[src/rtl/bus_trig_pkg.sv]
package bus_trig_pkg;

    typedef enum logic [1:0] {
        MODE_A_ONLY  = 2'd0,
        MODE_A_NOT_B = 2'd1,
        MODE_INSIDE  = 2'd2,
        MODE_OUTSIDE = 2'd3
    } trig_mode_e;

    typedef struct packed {
        logic fa;
        logic fb;
        logic armed;
        logic trig;
    } trig_state_t;

    typedef struct packed {
        logic addr_eq_a;
        logic addr_lt_a;
        logic addr_gt_b;
        logic data_eq_b;
    } cmp_res_t;

endpackage

[src/rtl/bus_cmp_core.sv]
module bus_cmp_core
    import bus_trig_pkg::*;
#(
    parameter int AW = 16,
    parameter int DW = 8
) (
    input  logic [AW-1:0] addr,
    input  logic [DW-1:0] data,
    input  logic [AW-1:0] val_a,
    input  logic [AW-1:0] val_b,
    output cmp_res_t      res
);
    logic [DW-1:0] b_data;

    generate
        if (DW <= AW) begin : g_slice
            assign b_data = val_b[DW-1:0];
        end else begin : g_extend
            assign b_data = {{(DW-AW){1'b0}}, val_b};
        end
    endgenerate

    always_comb begin
        res.addr_eq_a = (addr == val_a);
        res.addr_lt_a = (addr <  val_a);
        res.addr_gt_b = (addr >  val_b);
        res.data_eq_b = (data == b_data);
    end
endmodule

[src/rtl/trig_mode_dec.sv]
module trig_mode_dec
    import bus_trig_pkg::*;
(
    input  trig_mode_e mode,
    input  logic       tag,
    input  cmp_res_t   res,
    output logic       hit_a,
    output logic       hit_b
);
    logic a_part;
    logic both;

    always_comb begin
        hit_a  = 1'b0;
        hit_b  = 1'b0;
        a_part = 1'b0;
        both   = 1'b0;
        unique case (mode)
            MODE_A_ONLY: begin
                hit_a = res.addr_eq_a;
            end
            MODE_A_NOT_B: begin
                a_part = res.addr_eq_a;
                both   = res.addr_eq_a & ~res.data_eq_b;
                hit_a  = tag ? a_part : both;
                hit_b  = tag ? 1'b0   : both;
            end
            MODE_INSIDE: begin
                a_part = ~res.addr_lt_a;
                both   = ~res.addr_lt_a & ~res.addr_gt_b;
                hit_a  = tag ? a_part : both;
                hit_b  = tag ? 1'b0   : both;
            end
            MODE_OUTSIDE: begin
                hit_a = res.addr_lt_a;
                hit_b = ~tag & res.addr_gt_b;
            end
            default: begin
                hit_a = 1'b0;
                hit_b = 1'b0;
            end
        endcase
    end
endmodule

[src/rtl/bus_trig_unit.sv]
module bus_trig_unit
    import bus_trig_pkg::*;
#(
    parameter int AW = 16,
    parameter int DW = 8
) (
    input  logic          clk,
    input  logic          rst_n,
    input  logic          bus_vld,
    input  logic [AW-1:0] bus_addr,
    input  logic [DW-1:0] bus_data,
    input  logic [AW-1:0] cmp_a,
    input  logic [AW-1:0] cmp_b,
    input  logic [1:0]    mode,
    input  logic          flag_clr,
    input  logic          tag_end,
    output logic          flag_a,
    output logic          flag_b,
    output logic          trig
);
    cmp_res_t    res;
    logic        hit_a;
    logic        hit_b;
    trig_state_t st_d;
    trig_state_t st_q;

    bus_cmp_core #(.AW(AW), .DW(DW)) u_cmp (
        .addr  (bus_addr),
        .data  (bus_data),
        .val_a (cmp_a),
        .val_b (cmp_b),
        .res   (res)
    );

    trig_mode_dec u_dec (
        .mode  (trig_mode_e'(mode)),
        .tag   (tag_end),
        .res   (res),
        .hit_a (hit_a),
        .hit_b (hit_b)
    );

    always_comb begin
        st_d      = st_q;
        st_d.trig = 1'b0;
        if (flag_clr) begin
            st_d.fa    = 1'b0;
            st_d.fb    = 1'b0;
            st_d.armed = 1'b1;
        end else if (bus_vld) begin
            st_d.fa = st_q.fa | hit_a;
            st_d.fb = st_q.fb | hit_b;
            if ((hit_a | hit_b) && st_q.armed) begin
                st_d.trig  = 1'b1;
                st_d.armed = 1'b0;
            end
        end
    end

    always_ff @(posedge clk or negedge rst_n) begin
        if (!rst_n) begin
            st_q <= '{fa: 1'b0, fb: 1'b0, armed: 1'b1, trig: 1'b0};
        end else begin
            st_q <= st_d;
        end
    end

    assign flag_a = st_q.fa;
    assign flag_b = st_q.fb;
    assign trig   = st_q.trig;
endmodule

[config.mk]
export PLATFORM = sky130hd
export DESIGN_NAME = bus_trig_unit
export DESIGN_NICKNAME = d
export VERILOG_FILES = /design/src/rtl/bus_trig_pkg.sv /design/src/rtl/bus_cmp_core.sv /design/src/rtl/trig_mode_dec.sv /design/src/rtl/bus_trig_unit.sv
export SDC_FILE = /design/constraint.sdc
export NUM_CORES = 1
export LEC_CHECK = 0
export BUFFER_PORTS_ARGS = -buffer_cell sky130_fd_sc_hd__buf_2
export CELL_PAD_IN_SITES_DETAIL_PLACEMENT = 1
export CELL_PAD_IN_SITES_GLOBAL_PLACEMENT = 2
export CORE_AREA = 8 8 88 82
export DETAILED_ROUTE_END_ITERATION = 10
export DIE_AREA = 0 0 96 90
export PLACE_DENSITY_LB_ADDON = 0.05
export SYNTH_ARGS = -nofsm -noshare
export SYNTH_HDL_FRONTEND = slang
export SYNTH_SLANG_ARGS = --single-unit
[constraint.sdc]
create_clock -name clk -period 0.8 [get_ports clk]
set_input_delay 0.16 -clock clk [delete_from_list [all_inputs] [get_ports clk]]
set_output_delay 0.16 -clock clk [all_outputs]
set_load 0.005 [all_outputs]
# Word-level counts from Yosys, hierarchy flattened
# Cells that the tools add are included.
# W data, S select, Z words.
dict set report totals {
  register_bits 4
  word_cells 36
}
dict set report classes {
  magnitude_cmp 2
  n_reduce_logical 5
  bitwise_logic 10
  muxes 10
  n_eq_ne 5
}
# cell count
set op_table {}
lappend op_table {{$eq A16 B16 Y1} 1}
lappend op_table {{$gt A16 B16 Y1} 1}
lappend op_table {{$lt A16 B16 Y1} 1}
lappend op_table {{$eq A8 B8 Y1} 1}
lappend op_table {{$mux W1} 5}
lappend op_table {{$eq A2 B2 Y1 const B} 2}
lappend op_table {{$mux W4} 1}
lappend op_table {{$not A1 Y1} 4}
lappend op_table {{$pmux W1 S4} 1}
lappend op_table {{$reduce_bool A2 Y1} 2}
lappend op_table {{$and A1 B1 Y1} 3}
lappend op_table {{$mux W3} 1}
lappend op_table {{$or A1 B1 Y1} 3}
lappend op_table {{$pmux W1 S3} 1}
lappend op_table {{$eq A2 B1 Y1 const B} 1}
lappend op_table {{$logic_not A2 Y1} 1}
lappend op_table {{$mux W2} 1}
lappend op_table {{$reduce_and A2 Y1} 1}
lappend op_table {{$logic_and A1 B1 Y1} 1}

# Longest topological paths before layout
# Gate-level depths: netlist of run 1.
dict set report logic_depth {
  ltp_word 10
  mapped_depth 9
  depth_no_buf 9
}

# By module
# A second synthesis of run 1 with hierarchy kept.
dict set report hier_totals {
  hier_cells 144
  hier_area_um2 1106.1
}
# module seq_area_each_um2 cells_per_inst n_inst area_per_inst_um2
set by_module_without_submodules {}
lappend by_module_without_submodules {bus_cmp_core 0.0 121 1 890.9}
lappend by_module_without_submodules {bus_trig_unit 101.3 11 1 147.6}
lappend by_module_without_submodules {trig_mode_dec 0.0 12 1 67.6}

# Worst setup path before layout of run 1
# No wires, ideal clock.
dict set report synth_path {
  path_kind {input -> register}
  startpoint {input port cmp_b[14]}
  endpoint {register st_q[1] (netlist name)}
  cell_stages 9
  arrival_ps 1881
  setup_ps 78
  setup_slack_ps -1159
  path_cell_list {inv_1 > ha_1 > nand4_2 > or4_4 > a21oi_2 > a2111oi_1 > o31ai_1 > o21ai_1 > a31o_1}
}
dict set report synth_via {
  elab_chain_cells 9
}
# element line
set synth_rtl {}
lappend synth_rtl {{from (decl)} bus_trig_unit.sv:13} ;# input logic [AW-1:0] cmp_b,
lappend synth_rtl {{$gt A16 B16 Y1 (*)} bus_cmp_core.sv:26} ;# res.addr_gt_b = (addr > val_b);
lappend synth_rtl {{$not A1 Y1} trig_mode_dec.sv:30} ;# both = ~res.addr_lt_a & ~res.addr_gt_b;
lappend synth_rtl {{$and A1 B1 Y1} trig_mode_dec.sv:30}
lappend synth_rtl {{$mux W1 (on tied branches)} {trig_mode_dec.sv:31, trig_mode_dec.sv:32}}
lappend synth_rtl {{$pmux W1 S4 or $pmux W1 S3 (tied branches)} trig_mode_dec.sv:18} ;# unique case (mode)
lappend synth_rtl {{$or A1 B1 Y1 (*)} bus_trig_unit.sv:53} ;# if ((hit_a | hit_b) && st_q.armed) begin
lappend synth_rtl {{$logic_and A1 B1 Y1 (*)} bus_trig_unit.sv:53}
lappend synth_rtl {{$reduce_bool A2 Y1 (no source line) (*)} -}
lappend synth_rtl {{$reduce_and A2 Y1 (no source line) (*)} -}
lappend synth_rtl {{to (signal assigned)} bus_trig_unit.sv:62} ;# st_q <= '{fa: 1'b0, fb: 1'b0, armed: 1'b1, trig: 1'b0};
lappend synth_rtl {{to (signal assigned)} bus_trig_unit.sv:64} ;# st_q <= st_d;
lappend synth_rtl {{to (decl)} bus_trig_unit.sv:25} ;# trig_state_t st_q;
# Every way passes the cells marked *; elsewhere a longest branch is shown, timed or not.
# A chain may end at the register's enable or synchronous reset.

# Worst setup path in the final report of run 1
dict set report layout_path {
  startpoint {input port cmp_b[11]}
  endpoint {register st_q[1] (netlist name)}
}
# Same word-level chain as after synthesis.

==> impl_metrics.yaml, run 1 <==
place:
  place_inst: 298
  place_hpwl_um: 3730
  portBuffers: 65
  gp_congestion: 0.745
layout:
  fin_util_pct: 33.3
  drive_gt1_share_pct: 47.0
  fin_cells: 304
  fill_cells: 716
  register_area_sq_um: 101
  multiInputGateArea_sq_um: 1060
  n_antenna_cell: 0
  syn2layout_area_growth_pct: 74.4
  fin_nets: 328
drt:
  route.antenna.remaining_nets: 0
  wire_per_inst_um: 13.1
  viasPerCell: 4.28
  drc: 0
  vias: 1301
  dr.pass1.iters: 4
  drt-initial-drc-count: 12
  drt_wl_total_um: 3970
synth:
  synthesis.nets: 242
  yosysMostFrequentCell: "inv_1"
  synth-xor-area-share_pct: 6.29
  synth-edff-count: 0
  yosysWarnings: 0
  synth_ff_type: "dfrtp_1"
  synth.avg_cell_area_sq_um: 7.58
  synthAdderAreaFrac_pct: 35.9
  synth_top_cell_area_share_pct: 35.9
  synth.distinct_cells: 31
  synth-seq-cells: 4
  synth_top_area_cell: "ha_1"
  synth_cells: 147
  synth_compound_area_share_pct: 19.6
  synth_top_cells_by_count: "33 x inv_1, 32 x ha_1, 16 x a21oi_1"
  async_flop_share_pct: 100
  netlist_top_cells_area: "ha_1 36%, inv_1 11%, a21oi_1 7.2%"
  yosys-mux-area-fraction_pct: 0
  yosys.area_share.simple_pct: 18.0
  synth_top_family_by_area: "adder cells"
  ys_seq_area_share_pct: 9.09
  netlist_area_sq_um: 1110
power_and_ir_drop:
  p_leak_nw: 1.03
  p_per_area_nw_per_um2: 791
  peakVddDrop_mv: 0.341
floorplan:
  start_util_pct: 19.1
  core_area_sq_um: 5840
  die_x_um: 96
  dieHeight_um: 90
  row_count: 27
  pin_count: 66
  die_area_sq_um: 8640
clocking:
  cts_root_buffer: "clkbuf_8"
  cts_tree: "yes"
  clkSinkCount: 4
  cts_max_path_buffers: 2
  clkSlewWorstSetupHoldPaths_ps: 30
  cts.htree.levels: 1
  worstSkewPairLatency_ps: 220
  cts_buffers: 3
sta:
  period_share_pct: 232
  worst_pin_slew_ps: 379
  finalHoldViolations: 0
  slew-limit-headroom_pct: 74.7
  finClkSkew_ps: 0.779
  tns_ps: -4360
  rsz0062_at_grt: "true"
  maxSlewViolCount: 0
  min_period_ps: 1860
  max_freq_ghz: 0.538
  fin_ws_ps: -1060
  report.final.setup_viol: 7
grt:
  grt_overflow_total: 0
  gr-usage-all-layers_pct: 9.41
  antenna_found_initial: 0
  grt_pass1_wl_um: 6710
  grt_pass1_vias: 1541
  grt_max_degree: 5
setup_path:
  cp-end-kind: "flip-flop"
  cp_max_fo: 3
  reg2regPathDepth: 2
  r2r-end: "trig"
  crit_required_ps: 960
  critPathLaunchType: "input pin"
  rr_startpoint: "st_q[1]"
  crit_arrival_ps: 2020
  critical_path_class: "in2reg"
  ff2ff_setup_slack_ps: -10
status:
  status: "finished, violations left"
  failed_checks: "setup timing"
min_path:
  hold_depth: 2
  min_to: "flag_b"
  min_path_type: "in2reg"
  hold_path.startpoint: "flag_clr"
job:
  drv_cap: 0
[layer usage]
| layer | up-vias | GRT usage [%] | part of all wire (%) |
|---|---|---|---|
| li1 | 682 | - | - |
| met2 | 36 | 16.7 | 50 |
| met1 | 581 | 10.7 | 43 |
| met5 | - | 0 | 0 |
| met3 | 2 | 2.33 | 6.6 |
| met4 | 0 | 2.30 | 0.35 |
[worst max path at each step]
stage	startpoint	to	slack (ps)	cells past startpoint
2_1_floorplan	cmp_b[10]	st_q[1]	-1060	9
3_3_place_gp	bus_addr[15]	st_q[1]	-1520	9
3_5_place_dp	bus_addr[15]	st_q[1]	-1520	9
4_1_cts	cmp_b[11]	st_q[1]	-1080	10
5_1_grt	cmp_b[10]	st_q[1]	-1150	10
6_report	cmp_b[11]	st_q[1]	-1060	10
[power breakdown]
part | total [mW] | internal [mW] | switching (mW)
registers | 0.225 | 0.220 | 0.00592
logic | 0.853 | 0.458 | 0.394
clock network | 0.459 | 0.341 | 0.118
total | 1.54 | 1.02 | 0.518
[placed cells by master, fill, tap and decap left out, types with 3 or more instances in the layout]
cell and instances:
clkbuf_8 3, nand2_1 10, nor2b_1 4, inv_1 29, ha_1 24, buf_4 15, buf_2 57, a21oi_1 16
nand3_1 4, buf_6 7, nand4_1 4, xor2_1 8, ha_4 8, inv_4 3, dfrtp_1 3
[area by class of cell]
class                           instances  share of cell area [%]
Clock buffer                            4                    2.32
Inverter                               33                    7.40
Multi-Input combinational cell        110                    54.4
Sequential cell                         4                    5.21
Tap cell                               72                    4.63
Timing Repair Buffer                   81                    26.1
[registers in the layout, summed over array words and instances (netlist names)]
register / flops
flag_a: 1
st_q: 1
trig: 1
flag_b: 1
[through the flow]
| stage | cell area, sq um | power (mW) | setup slack [ps] | hold slack, ps |
|---|---|---|---|---|
| final | 1940 | 1.54 | -1060 | 132 |
| after detailed placement | 1760 | 1.03 | -1520 | -29.2 |
| after CTS | 1920 | 1.56 | -1080 | 127 |
| after global placement | 1760 | 1.01 | -1520 | -34.5 |
| after global routing | 1940 | 1.69 | -1150 | 130 |
| after floorplan | 1240 | 0.638 | -1060 | -136 |
[critical path, stage by stage]
cell and delay, ps:
buf_6 70, inv_4 30, ha_4 250, nand4_1 140, or4_4 570, a21oi_4 150
a2111oi_4 60, nor3_2 190, a2bb2oi_2 210, a31o_1 170
[cell families (layout without fill, tap and decap cells)]
family | Yosys count | in the layout
adders and majority gates | 32 | 32
AOI/OAI and AO/OA | 34 | 34
xor gates and xnor gates | 8 | 8
DFF | 4 | 4
and+or+nand+nor | 36 | 36
buffers and inverters | 33 | 118
[timing repair]
item / CTS / global route
resized for setup: 21 / 4
buffers inserted: 0 / 1
pin swaps: 12 / 7
endpoints found under the setup margin: 7 / 7
hold buffers: 1 / 0
endpoints found under the hold margin: 4 / 0
(Power assumes the default switching activity.)
==> run 2, diff against run 1 <==
- PLACE_DENSITY_LB_ADDON: 0.05 -> 0.1
==> impl_metrics.yaml, run 2 (synthesis gave the netlist of run 1 again) <==
grt:
  antenna_found_initial: 0
  grt_pass1_vias: 1533
  grt_max_degree: 5
  grt_pass1_wl_um: 6570
  gr-usage-all-layers_pct: 9.13
  grt_overflow_total: 0
floorplan:
  dieHeight_um: 90
  die_x_um: 96
  die_area_sq_um: 8640
  pin_count: 66
  row_count: 27
  start_util_pct: 19.1
  core_area_sq_um: 5840
clocking:
  cts_max_path_buffers: 2
  cts_tree: "yes"
  worstSkewPairLatency_ps: 220
  clkSinkCount: 4
  cts.htree.levels: 1
  cts_root_buffer: "clkbuf_8"
  cts_buffers: 3
  clkSlewWorstSetupHoldPaths_ps: 30
drt:
  wl_met1_um: 1690
  routed-wl-met2_um: 1850
  wire_per_inst_um: 12.7
  dr.pass1.iters: 3
  top_layer: "met4"
  route.antenna.remaining_nets: 0
  drt-initial-drc-count: 5
  viasPerCell: 4.25
  met3_length_um: 348
  drc: 0
  vias: 1312
  drt_wl_total_um: 3930
place:
  placedInstanceArea_sq_um: 1790
  place_inst: 302
  portBuffers: 65
  gp_congestion: 0.730
  place_hpwl_um: 3720
power_and_ir_drop:
  p_leak_nw: 1.04
  p_per_area_nw_per_um2: 789
  p_total_mw: 1.54
  peakVddDrop_mv: 0.518
sta:
  maxSlewViolCount: 0
  fin_ws_ps: -1050
  slew-limit-headroom_pct: 75.5
  finClkSkew_ps: 2.09
  worst_pin_slew_ps: 367
  holdWs_ps: 142
  min_period_ps: 1850
  tns_ps: -4310
  report.final.setup_viol: 7
  max_freq_ghz: 0.541
  rsz0062_at_grt: "true"
  finalHoldViolations: 0
  period_share_pct: 231
setup_path:
  r2r-end: "trig"
  rr_startpoint: "st_q[1]"
  crit_required_ps: 960
  critical_path_class: "in2reg"
  cp-end-kind: "flip-flop"
  reg2regPathDepth: 2
  cp_max_fo: 3
  crit_arrival_ps: 2010
  critPathLaunchType: "input pin"
  ff2ff_setup_slack_ps: 30
min_path:
  hold_depth: 2
  min_to: "flag_a"
  hold_path.startpoint: "flag_clr"
  min_path_type: "in2reg"
job:
  drv_cap: 0
status:
  failed_checks: "setup timing"
  status: "finished, violations left"
layout:
  drive_gt1_share_pct: 47.7
  fin_area_sq_um: 1960
  layout_commonest_cell: "buf_2"
  fin_nets: 333
  syn2layout_area_growth_pct: 75.4
  mostFrequentLayoutCells: "57 x buf_2, 29 x inv_1, 26 x ha_1"
  fin_cells: 309
  n_antenna_cell: 0
-- run 2: cell count changes in the layout (fill, tap and decap cells not counted), moves of 2 or more --
cell,change
buf_4,+5
a21oi_1,-2
a21oi_2,+2
ha_1,+2
ha_4,-2
-- run 2: critical path, cell delays in order --
cell and delay (ps):
buf_6 80, inv_4 30, ha_4 250, nand4_1 120, or4_4 580, a21oi_4 150
a2111oi_4 60, nor3_2 190, a2bb2oi_2 220, a31o_1 170
-- run 2: worst max path at each step --
stage / slack, ps / startpoint / cells past startpoint / endpoint
4_1_cts: -1080 / cmp_b[10] / 10 / st_q[1]
5_1_grt: -1150 / bus_addr[7] / 9 / st_q[1]
3_5_place_dp: -1380 / cmp_b[10] / 10 / st_q[1]
6_report: -1050 / cmp_b[11] / 10 / st_q[1]
2_1_floorplan: -1060 / cmp_b[10] / 9 / st_q[1]
3_3_place_gp: -1350 / cmp_b[10] / 10 / st_q[1]
-- run 2: report_power, final --
part           total, mW  internal [mW]  switching, mW
registers          0.225          0.219        0.00565
logic              0.868          0.477          0.391
clock network      0.450          0.341          0.109
total               1.54           1.04          0.506
-- run 2: timing repair --
item,CTS,global route
setup endpoints to repair,7,7
pin swaps,10,3
endpoints found under the hold margin,4,0
buffers inserted,1,1
resized for setup,18,4
hold buffers,1,0
-- run 2: final cells by class --
type | instances | area [sq um]
Clock buffer | 4 | 45.0
Multi-Input combinational cell | 110 | 1030
Timing Repair Buffer | 86 | 548
Tap cell | 72 | 90.1
Fill cell | 730 | 3890
Sequential cell | 4 | 101
Inverter | 33 | 144
-- run 2: metal layers --
layer | vias to the layer above | GRT usage, %
li1 | 691 | -
met1 | 574 | 10.7
met2 | 43 | 15.3
met3 | 4 | 2.74
met4 | 0 | 2.69
met5 | - | 0
-- run 2: metrics by stage --
stage / utilization [%] / setup slack [ps]
4_1_cts: 33.0 / -1080
5_1_grt: 33.5 / -1150
3_5_place_dp: 30.7 / -1380
6_report: 33.5 / -1050
3_3_place_gp: 30.7 / -1350
2_1_floorplan: - / -1060
==> run 3, diff against run 2 <==
- CORE_AREA: 8 8 88 82 -> 8 8 86 81
- CTS_BUF_LIST: default -> sky130_fd_sc_hd__clkbuf_4 sky130_fd_sc_hd__clkbuf_8
- DIE_AREA: 0 0 96 90 -> 0 0 94 89
- PLACE_DENSITY_LB_ADDON: 0.1 -> 0.12
- SETUP_SLACK_MARGIN: default -> 0.4
==> impl_metrics.yaml, run 3 (synthesis gave the netlist of run 1 again) <==
grt:
  gr-usage-all-layers_pct: 10.3
  grt_max_degree: 5
  antenna_found_initial: 0
  grt_pass1_wl_um: 7060
  grt_overflow_total: 0
  grt_pass1_vias: 1624
clocking:
  worstSkewPairLatency_ps: 220
  cts_tree: "yes"
  cts_max_path_buffers: 2
  clkSinkCount: 4
  cts_buffers: 3
  cts.htree.levels: 1
  cts_root_buffer: "clkbuf_8"
  clkSlewWorstSetupHoldPaths_ps: 30
power_and_ir_drop:
  p_leak_nw: 1.04
  seqPwrFrac_pct: 14.2
  combPwrFrac_pct: 55.5
  clock_power_share_pct: 30.4
  peakVddDrop_mv: 0.458
  p_int_mw: 1.07
  p_sw_share_pct: 32.8
  p_sw_mw: 0.521
  p_total_mw: 1.59
  p_per_area_nw_per_um2: 806
drt:
  viasPerCell: 4.33
  wire_per_inst_um: 13.8
  drt-initial-drc-count: 26
  dr.pass1.iters: 3
  vias: 1321
  drt_wl_total_um: 4210
  route.antenna.remaining_nets: 0
  drc: 0
sta:
  rsz0062_at_grt: "true"
  maxSlewViolCount: 0
  tns_ps: -4460
  fin_ws_ps: -1100
  report.final.setup_viol: 7
  slew-limit-headroom_pct: 74.8
  worst_pin_slew_ps: 378
  holdWs_ps: -256
  finalHoldViolations: 4
  max_freq_ghz: 0.526
  period_share_pct: 238
  min_period_ps: 1900
  finClkSkew_ps: 0.640
layout:
  fin_util_pct: 36.1
  fill_cells: 671
  n_antenna_cell: 0
  syn2layout_area_growth_pct: 77.1
  mostFrequentLayoutCells: "57 x buf_2, 29 x inv_1, 23 x ha_1"
  drive_gt1_share_pct: 48.5
  fin_area_sq_um: 1970
  fin_nets: 331
  layout_commonest_cell: "buf_2"
floorplan:
  core_area_sq_um: 5470
  die_x_um: 94
  row_count: 26
  pin_count: 66
  dieHeight_um: 89
  start_util_pct: 20.4
  die_area_sq_um: 8370
status:
  status: "finished, violations left"
  failed_checks: "hold timing, setup timing"
place:
  placedInstanceArea_sq_um: 1780
  place_hpwl_um: 3850
  place_worst_setup_slack_ps: -1520
  portBuffers: 65
  gp_congestion: 0.768
setup_path:
  crit_arrival_ps: 2060
  crit_required_ps: 950
  critPathLaunchType: "input pin"
  ff2ff_setup_slack_ps: -30
  cp_max_fo: 3
  critical_path_class: "in2reg"
  cp-end-kind: "flip-flop"
min_path:
  min_path_type: "in2async"
job:
  drv_cap: 0
## run 3: changes by cell type in the layout (fill, tap and decap cells not counted), sizes merged
cell / before / now
dlygate4sd3: 1 / 0
buf: 85 / 84
## run 3: what timing repair did
action | 4_1_cts | 5_1_grt
pin swaps | 14 | 9
buffers inserted | 1 | 1
hold endpoints to repair | 4 | 4
gates resized for setup | 20 | 4
endpoints found under the setup margin | 7 | 7
## run 3: per-layer routing
layer	wire length, um	share of wire [%]	vias to the layer above	track usage, %
met4	26	0.62	0	2.16
li1	-	-	692	-
met2	2280	54	33	20.5
met3	169	4.0	2	1.60
met1	1730	41	594	11.0
met5	0	0	-	0
## run 3: cell type report
cell class	count	area, sq um	share of cell area (%)
Inverter	33	144	7.29
Sequential cell	4	101	5.13
Timing Repair Buffer	84	526	26.6
Multi-Input combinational cell	110	1070	54.1
Clock buffer	4	48.8	2.47
Tap cell	70	87.6	4.44
## run 3: worst max-delay path, cell delays in order
cell	delay, ps
buf_2	90
inv_1	50
ha_1	300
nand2_1	70
or4_4	560
a21oi_4	150
a2111oi_4	60
nor3_2	230
a2bb2oi_2	210
a31o_1	180
## run 3: per-stage QoR
step / hold WS [ps] / instances
after floorplan: -136 / 147
after global placement: -35.9 / 299
after detailed placement: -28.4 / 299
after CTS: -260 / 304
after global routing: -255 / 305
final: -256 / 305
## run 3: worst paths after layout
path	startpoint	end	cells after the start
min reg2reg	st_q[1]	trig	2
max in group asynchronous	rst_n	st_q[1]	1
min in group clk	flag_clr	flag_b	2
max	cmp_b[5]	st_q[1]	10
max reg2reg	flag_a	flag_a	4
min	rst_n	flag_a	1
## run 3: power by group through the flow
| stage | clock network (mW) | logic, mW | registers, mW |
|---|---|---|---|
| 3_3_place_gp | 0 | 0.783 | 0.227 |
| 2_1_floorplan | 0 | 0.410 | 0.228 |
| 3_5_place_dp | 0 | 0.815 | 0.228 |
| 6_report | 0.483 | 0.883 | 0.226 |
| 5_1_grt | 0.522 | 0.999 | 0.227 |
| 4_1_cts | 0.501 | 0.883 | 0.226 |
